[config.mk]
export PLATFORM = sky130hd
export DESIGN_NAME = tick_timer
export DESIGN_NICKNAME = d
export VERILOG_FILES = /design/src/rtl/tick_timer_pkg.sv /design/src/rtl/tick_regs.sv /design/src/rtl/tick_counter.sv /design/src/rtl/tick_flag.sv /design/src/rtl/tick_timer.sv
export SDC_FILE = /design/constraint.sdc
export NUM_CORES = 1
export LEC_CHECK = 0
export ABC_AREA = 1
export ABC_CLOCK_PERIOD_IN_PS = 4700
export CORE_AREA = 10 10 98 100
export DETAILED_ROUTE_END_ITERATION = 10
export DIE_AREA = 0 0 108 110
export PLACE_DENSITY_LB_ADDON = 0.3
export SLEW_MARGIN = 20
export SYNTH_ARGS = -nofsm -noshare
export SYNTH_HDL_FRONTEND = slang
export SYNTH_HIERARCHICAL = 1
export SYNTH_SLANG_ARGS = --single-unit
[constraint.sdc]
create_clock -name clk -period 4.7 [get_ports clk]
set_input_delay 0.705 -clock clk [delete_from_list [all_inputs] [get_ports clk]]
set_output_delay 0.705 -clock clk [all_outputs]
set_load 0.05 [all_outputs]
[src/rtl/tick_timer_pkg.sv]
// Package: tick_timer_pkg
// Shared offsets, control bit positions and reset values for the tick timer.
// Assumes byte offsets on an 8-bit or wider address bus.
package tick_timer_pkg;
    localparam int unsigned OFS_CTRL   = 'h10;
    localparam int unsigned OFS_RELOAD = 'h14;
    localparam int unsigned OFS_CUR    = 'h18;

    localparam int unsigned BIT_RUN  = 0;
    localparam int unsigned BIT_IE   = 1;
    localparam int unsigned BIT_SRC  = 2;
    localparam int unsigned BIT_FLAG = 16;

    localparam logic RST_RUN = 1'b0;
    localparam logic RST_IE  = 1'b0;
    localparam logic RST_SRC = 1'b1;
endpackage

[src/rtl/tick_regs.sv]
// Module: tick_regs
// Decodes the register bus, holds the control bits and the reload value,
// and drives the combinational read data. It produces one-clock strobes for
// a current-value write and for a flag-clearing control read.
// Assumes that bus_wr and bus_rd are single-cycle qualified strobes.
module tick_regs
    import tick_timer_pkg::*;
#(
    parameter int ADDR_W = 8,
    parameter int DATA_W = 32,
    parameter int CNT_W  = 24
) (
    input  logic              clk,
    input  logic              rst_n,
    input  logic [ADDR_W-1:0] bus_addr,
    input  logic              bus_wr,
    input  logic              bus_rd,
    input  logic [DATA_W-1:0] bus_wdata,
    input  logic              bus_priv,
    input  logic              bus_dbg,
    input  logic              dbg_keep,
    input  logic              flag,
    input  logic [CNT_W-1:0]  cur,
    output logic              ctrl_en,
    output logic              ctrl_ie,
    output logic              ctrl_src,
    output logic [CNT_W-1:0]  reload,
    output logic              cur_wr,
    output logic              flag_rd_clr,
    output logic [DATA_W-1:0] bus_rdata
);
    logic sel_ctrl;
    logic sel_reload;
    logic sel_cur;
    logic ctrl_ok;

    // Address decode and access qualification.
    always_comb begin
        sel_ctrl    = (bus_addr == ADDR_W'(OFS_CTRL));
        sel_reload  = (bus_addr == ADDR_W'(OFS_RELOAD));
        sel_cur     = (bus_addr == ADDR_W'(OFS_CUR));
        ctrl_ok     = sel_ctrl && bus_priv;
        cur_wr      = bus_wr && sel_cur;
        flag_rd_clr = bus_rd && ctrl_ok && !(bus_dbg && dbg_keep);
    end

    // Control bits: privileged writes only.
    always_ff @(posedge clk) begin
        if (!rst_n) begin
            ctrl_en  <= RST_RUN;
            ctrl_ie  <= RST_IE;
            ctrl_src <= RST_SRC;
        end else if (bus_wr && ctrl_ok) begin
            ctrl_en  <= bus_wdata[BIT_RUN];
            ctrl_ie  <= bus_wdata[BIT_IE];
            ctrl_src <= bus_wdata[BIT_SRC];
        end
    end

    // Reload value register.
    always_ff @(posedge clk) begin
        if (!rst_n) begin
            reload <= '0;
        end else if (bus_wr && sel_reload) begin
            reload <= bus_wdata[CNT_W-1:0];
        end
    end

    // Read data multiplexer; unused bits stay zero.
    always_comb begin
        bus_rdata = '0;
        if (ctrl_ok) begin
            bus_rdata[BIT_RUN]  = ctrl_en;
            bus_rdata[BIT_IE]   = ctrl_ie;
            bus_rdata[BIT_SRC]  = ctrl_src;
            bus_rdata[BIT_FLAG] = flag;
        end else if (sel_reload) begin
            bus_rdata = DATA_W'(reload);
        end else if (sel_cur) begin
            bus_rdata = DATA_W'(cur);
        end
    end
endmodule

[src/rtl/tick_counter.sv]
// Module: tick_counter
// The down-counter. It reloads on zero, decrements otherwise and flags the
// clock on which the count steps from one to zero.
// Assumes run already combines the run bit and the clock-select bit.
module tick_counter #(
    parameter int CNT_W = 24
) (
    input  logic             clk,
    input  logic             rst_n,
    input  logic             run,
    input  logic [CNT_W-1:0] reload,
    input  logic             cur_wr,
    output logic [CNT_W-1:0] cur,
    output logic             hit
);
    // Step event: a running clock with the count at one and no software write.
    always_comb begin
        hit = run && !cur_wr && (cur == CNT_W'(1));
    end

    // Count register: a software write forces zero, otherwise reload or decrement.
    always_ff @(posedge clk) begin
        if (!rst_n) begin
            cur <= '0;
        end else if (cur_wr) begin
            cur <= '0;
        end else if (run) begin
            if (cur == '0) begin
                cur <= reload;
            end else begin
                cur <= cur - CNT_W'(1);
            end
        end
    end
endmodule

[src/rtl/tick_flag.sv]
// Module: tick_flag
// Holds the sticky wrapped flag and produces the interrupt pulse.
// Assumes hit is high for at most one clock in a row. A set beats a clear.
module tick_flag (
    input  logic clk,
    input  logic rst_n,
    input  logic hit,
    input  logic ie,
    input  logic clr,
    output logic flag,
    output logic irq
);
    // Sticky flag: the set takes priority over either clear source.
    always_ff @(posedge clk) begin
        if (!rst_n) begin
            flag <= 1'b0;
        end else if (hit) begin
            flag <= 1'b1;
        end else if (clr) begin
            flag <= 1'b0;
        end
    end

    // One-clock interrupt request following the step event.
    always_ff @(posedge clk) begin
        if (!rst_n) begin
            irq <= 1'b0;
        end else begin
            irq <= hit && ie;
        end
    end
endmodule

[src/rtl/tick_timer.sv]
// Module: tick_timer
// Top of the tick timer: the register bus, a 24-bit periodic down-counter
// and the sticky flag and interrupt logic.
// Assumes a single clock domain and synchronous active-low reset.
module tick_timer #(
    parameter int ADDR_W = 8,
    parameter int DATA_W = 32,
    parameter int CNT_W  = 24
) (
    input  logic              clk,
    input  logic              rst_n,
    input  logic [ADDR_W-1:0] bus_addr,
    input  logic              bus_wr,
    input  logic              bus_rd,
    input  logic [DATA_W-1:0] bus_wdata,
    output logic [DATA_W-1:0] bus_rdata,
    input  logic              bus_priv,
    input  logic              bus_dbg,
    input  logic              dbg_keep,
    output logic              tick_irq
);
    logic             ctrl_en;
    logic             ctrl_ie;
    logic             ctrl_src;
    logic [CNT_W-1:0] reload_q;
    logic [CNT_W-1:0] cur_q;
    logic             cur_wr;
    logic             flag_rd_clr;
    logic             flag_q;
    logic             hit;
    logic             run;

    // The count advances only with run set and the system clock selected.
    always_comb begin
        run = ctrl_en && ctrl_src;
    end

    tick_regs #(
        .ADDR_W(ADDR_W),
        .DATA_W(DATA_W),
        .CNT_W (CNT_W)
    ) u_regs (
        .clk        (clk),
        .rst_n      (rst_n),
        .bus_addr   (bus_addr),
        .bus_wr     (bus_wr),
        .bus_rd     (bus_rd),
        .bus_wdata  (bus_wdata),
        .bus_priv   (bus_priv),
        .bus_dbg    (bus_dbg),
        .dbg_keep   (dbg_keep),
        .flag       (flag_q),
        .cur        (cur_q),
        .ctrl_en    (ctrl_en),
        .ctrl_ie    (ctrl_ie),
        .ctrl_src   (ctrl_src),
        .reload     (reload_q),
        .cur_wr     (cur_wr),
        .flag_rd_clr(flag_rd_clr),
        .bus_rdata  (bus_rdata)
    );

    tick_counter #(
        .CNT_W(CNT_W)
    ) u_counter (
        .clk   (clk),
        .rst_n (rst_n),
        .run   (run),
        .reload(reload_q),
        .cur_wr(cur_wr),
        .cur   (cur_q),
        .hit   (hit)
    );

    tick_flag u_flag (
        .clk  (clk),
        .rst_n(rst_n),
        .hit  (hit),
        .ie   (ctrl_ie),
        .clr  (flag_rd_clr || cur_wr),
        .flag (flag_q),
        .irq  (tick_irq)
    );
endmodule

==> flow_summary_export.csv <==
group,metric,value,unit
flow_run,drv_cap,0,
global_route,grt_pass1_vias,3720,
floorplanning,die_h,110,um
routing,vias,3988,
sta,finalClockSkew,4.14,ps
global_route,grt_pass1_wl,17700,um
setup_path,cp_data_required_time,3990,ps
routing,via_per_inst,5.33,
setup_path,rr_startpoint,"u_regs/ctrl_src$_SDFFE_PN1P_",
worst_hold_path,worstHoldStart,"u_regs/ctrl_ie$_SDFFE_PN0P_",
setup_path,critPathKind,"in2out",
cts,cts_resized,0,
floorplanning,coreArea,0.00765,mm2
synth,ys_ff_latch,53,
sta,rsz0062_at_grt,"false",
global_route,grt_use_met1,21.9,%
final_layout,instances_no_fill,748,
outcome,status,"finished, final reports clean",
power_and_ir_drop,comb_power_share,9.3,%
power_and_ir_drop,power.internal,640,uW
setup_path,ff2ff_path_depth,6,
cts,cts-buffers-inserted,5,
floorplanning,rows,32,
power_and_ir_drop,switching_share,24.4,%
synth,synth_edf_count,0,
synth,synth_ff_type,"dfxtp_1",
global_route,overflow,0,
cts,cts_sinks,53,
power_and_ir_drop,p_seq_share,53.0,%
setup_path,path_common_cell,"clkdlybuf4s50_1",
sta,tns,0,ps
synth,ys_warn_count,6,
cts,clkTransAtPathRegs,100,ps
setup_path,startpoint_type,"input pin",
cts,post_cts_buffers,0,
power_and_ir_drop,total_power,847,uW
global_route,grt_busiest_layer,"met2",
floorplanning,pin_count,80,
final_layout,drive_gt1_share,9.75,%
sta,finalHoldViolCount,0,
synth,async_reset_ff_share,0,%
power_and_ir_drop,leakage,0.00189,uW
cts,insertion_delay,310,ps
setup_path,critPathMaxStageDelay,840,ps
global_route,track_usage,18.2,%
sta,min_period,3930,ps
synth,yosysSeqAreaShare,28.4,%
synth,netlist_area,0.00374,mm2
global_route,grtUsageMet3,4.35,%
global_route,use_met2,31.4,%
sta,maxSlewHeadroom,31.8,%
routing,drt-initial-drc-count,351,
routing,drtAntennaViolNets,0,
floorplanning,die_w,108,um
cts,cts_hold_buf,0,
cts,clockBufferDepth,2,
placement,place_congestion,0.893,
setup_path,r2r_end,"u_counter/cur[7]$_SDFFE_PP0P_",
worst_hold_path,hold_end,"u_flag/irq$_SDFF_PN0_",
placement,dpl.hpwl,8090,um
sta,tightest_slew,1020,ps
final_layout,final_nets,696,
routing,drc,0,
routing,firstDrtPassIters,6,
floorplanning,initial_core_util,48.9,%
sta,post-route-period-util,83.7,%
synth,syn_inst,600,
setup_path,cp_cell_sequence,"clkdlybuf4s50_1 -> inv_1 -> nor2_2 -> nand2_4 -> clkinv_4 -> nand2_2 -> inv_2 -> nand2_1 -> o211ai_1 -> clkdlybuf4s50_1",
final_layout,utilization,58.1,%
final_layout,layout_commonest_cell,"nand2_1",
final_layout,layout_common_cells,"nand2_1, nor2_1, clkdlybuf4s50_1, inv_1, dfxtp_1",
final_layout,synthToLayoutAreaGrowth,18.8,%
setup_path,critPathArrivalTime,3230,ps
setup_path,worstPathMaxFanout,27,
routing,wl_per_cell,14.5,um
synth,synth.distinct_cells,39,
setup_path,crit_path_end_kind,"output pin",
power_and_ir_drop,power_density,191,mW/mm2
placement,io_buffers,63,
global_route,antenna_found_initial,0,
sta,slew_violations,0,
placement,placed_cells,741,
global_route,grt_max_degree,36,
synth,avgSynthCellArea,6.24,um2
cts,cts_tree,"built",
cts,cts_max_level,2,
cts,cts_root_buf,"clkbuf_8",
routing,routed_wl,10900,um
final_layout,antenna_cells,0,
floorplanning,dieArea,0.0119,mm2
sta,setup_viol,0,
sta,max_freq,0.254,GHz
worst_hold_path,min_path_type,"reg2reg",
power_and_ir_drop,p_clk_share,37.6,%
power_and_ir_drop,ir_drop,0.000107,V
sta,whs,467,ps
setup_path,rrSetupSlack,2290,ps
worst_hold_path,hold_depth,2,
power_and_ir_drop,p_switching,207,uW
setup_path,crit_path_top_delay_cell,"clkdlybuf4s50_1",
## Yosys cell counts (2+ instances only)
library cell / n / area share [%]
nand3_1: 39 / 5.2
dfxtp_1: 53 / 28
inv_1: 59 / 5.9
buf_6: 3 / 0.90
nand2_4: 2 / 0.60
nand2_2: 14 / 2.3
inv_2: 4 / 0.40
buf_4: 9 / 1.8
ha_1: 3 / 1.0
nor2_1: 68 / 6.8
o21ai_1: 19 / 2.5
nor2_8: 3 / 1.6
nand3b_1: 4 / 0.80
xnor2_1: 2 / 0.47
or2_2: 3 / 0.50
a21oi_2: 7 / 1.6
nand4_1: 31 / 5.2
clkbuf_1: 9 / 0.90
nand3_4: 2 / 0.94
nor2_4: 4 / 1.2
xor2_1: 3 / 0.70
a21oi_1: 41 / 5.5
nor2_2: 9 / 1.5
nand2_1: 180 / 18
o21ai_0: 5 / 0.67
buf_2: 11 / 1.5
## area by class of cell
type                       instances  area (um2)
fill                             765        3200
multi-input combinational        455        2250
sequential                        53        1060
timing repair buffer              65         646
inverter                          66         255
tap                              102         128
clock buffer                       5        68.8
clock inverter                     2        38.8
## critical path, delay by kind of cell
family          cells  cell delay (ps)
compound gates      1              110
simple gates        4              570
buf+inv             5             1820
## flip-flops by register name (all words and copies together), names as in the netlist
name             flops
u_regs/ctrl_src      1
u_flag/irq           1
u_counter/cur       24
u_flag/flag          1
u_regs/ctrl_en       1
u_regs/reload       24
u_regs/ctrl_ie       1
## worst max-delay path by stage
stage	cells past startpoint	endpoint	from
2_1_floorplan	7	bus_rdata[0]	bus_addr[4]
3_5_place_dp	10	bus_rdata[0]	bus_addr[4]
6_report	10	bus_rdata[0]	bus_addr[4]
4_1_cts	10	bus_rdata[0]	bus_addr[4]
3_3_place_gp	10	bus_rdata[0]	bus_addr[4]
5_1_grt	10	bus_rdata[2]	bus_addr[4]
## power by group through the flow
stage / registers (uW) / logic, uW / clock network [uW]
3_3_place_gp: 460 / 77.4 / 0
4_1_cts: 449 / 78.8 / 322
5_1_grt: 450 / 84.0 / 337
2_1_floorplan: 460 / 45.4 / 0
3_5_place_dp: 460 / 78.8 / 0
6_report: 449 / 78.9 / 319
## metrics by stage
step	cell area, um2	worst slack (ps)
after floorplan	3770	1870
after global placement	4340	798
after detailed placement	4340	737
after CTS	4440	734
after global routing	4440	656
final	4440	766
## logic make-up (layout without fill, tap and decap cells)
logic type,Yosys count,count (layout),synth area share [%]
AOI/OAI and AO/OA,74,74,10.8
xor gates and xnor gates,5,5,1.17
adders and majority gates,3,3,1.00
buffers and inverters,99,138,12.3
DFF,53,53,28.4
other,1,8,0.100
and+or+nand+nor,365,365,46.3
## routing by layer
layer | up-vias | routed length (um)
met2 | 162 | 5130
met1 | 1816 | 4560
met5 | - | 0
met3 | 21 | 982
li1 | 1989 | -
met4 | 0 | 192
Note: power is estimated with default switching activity, not from simulation.
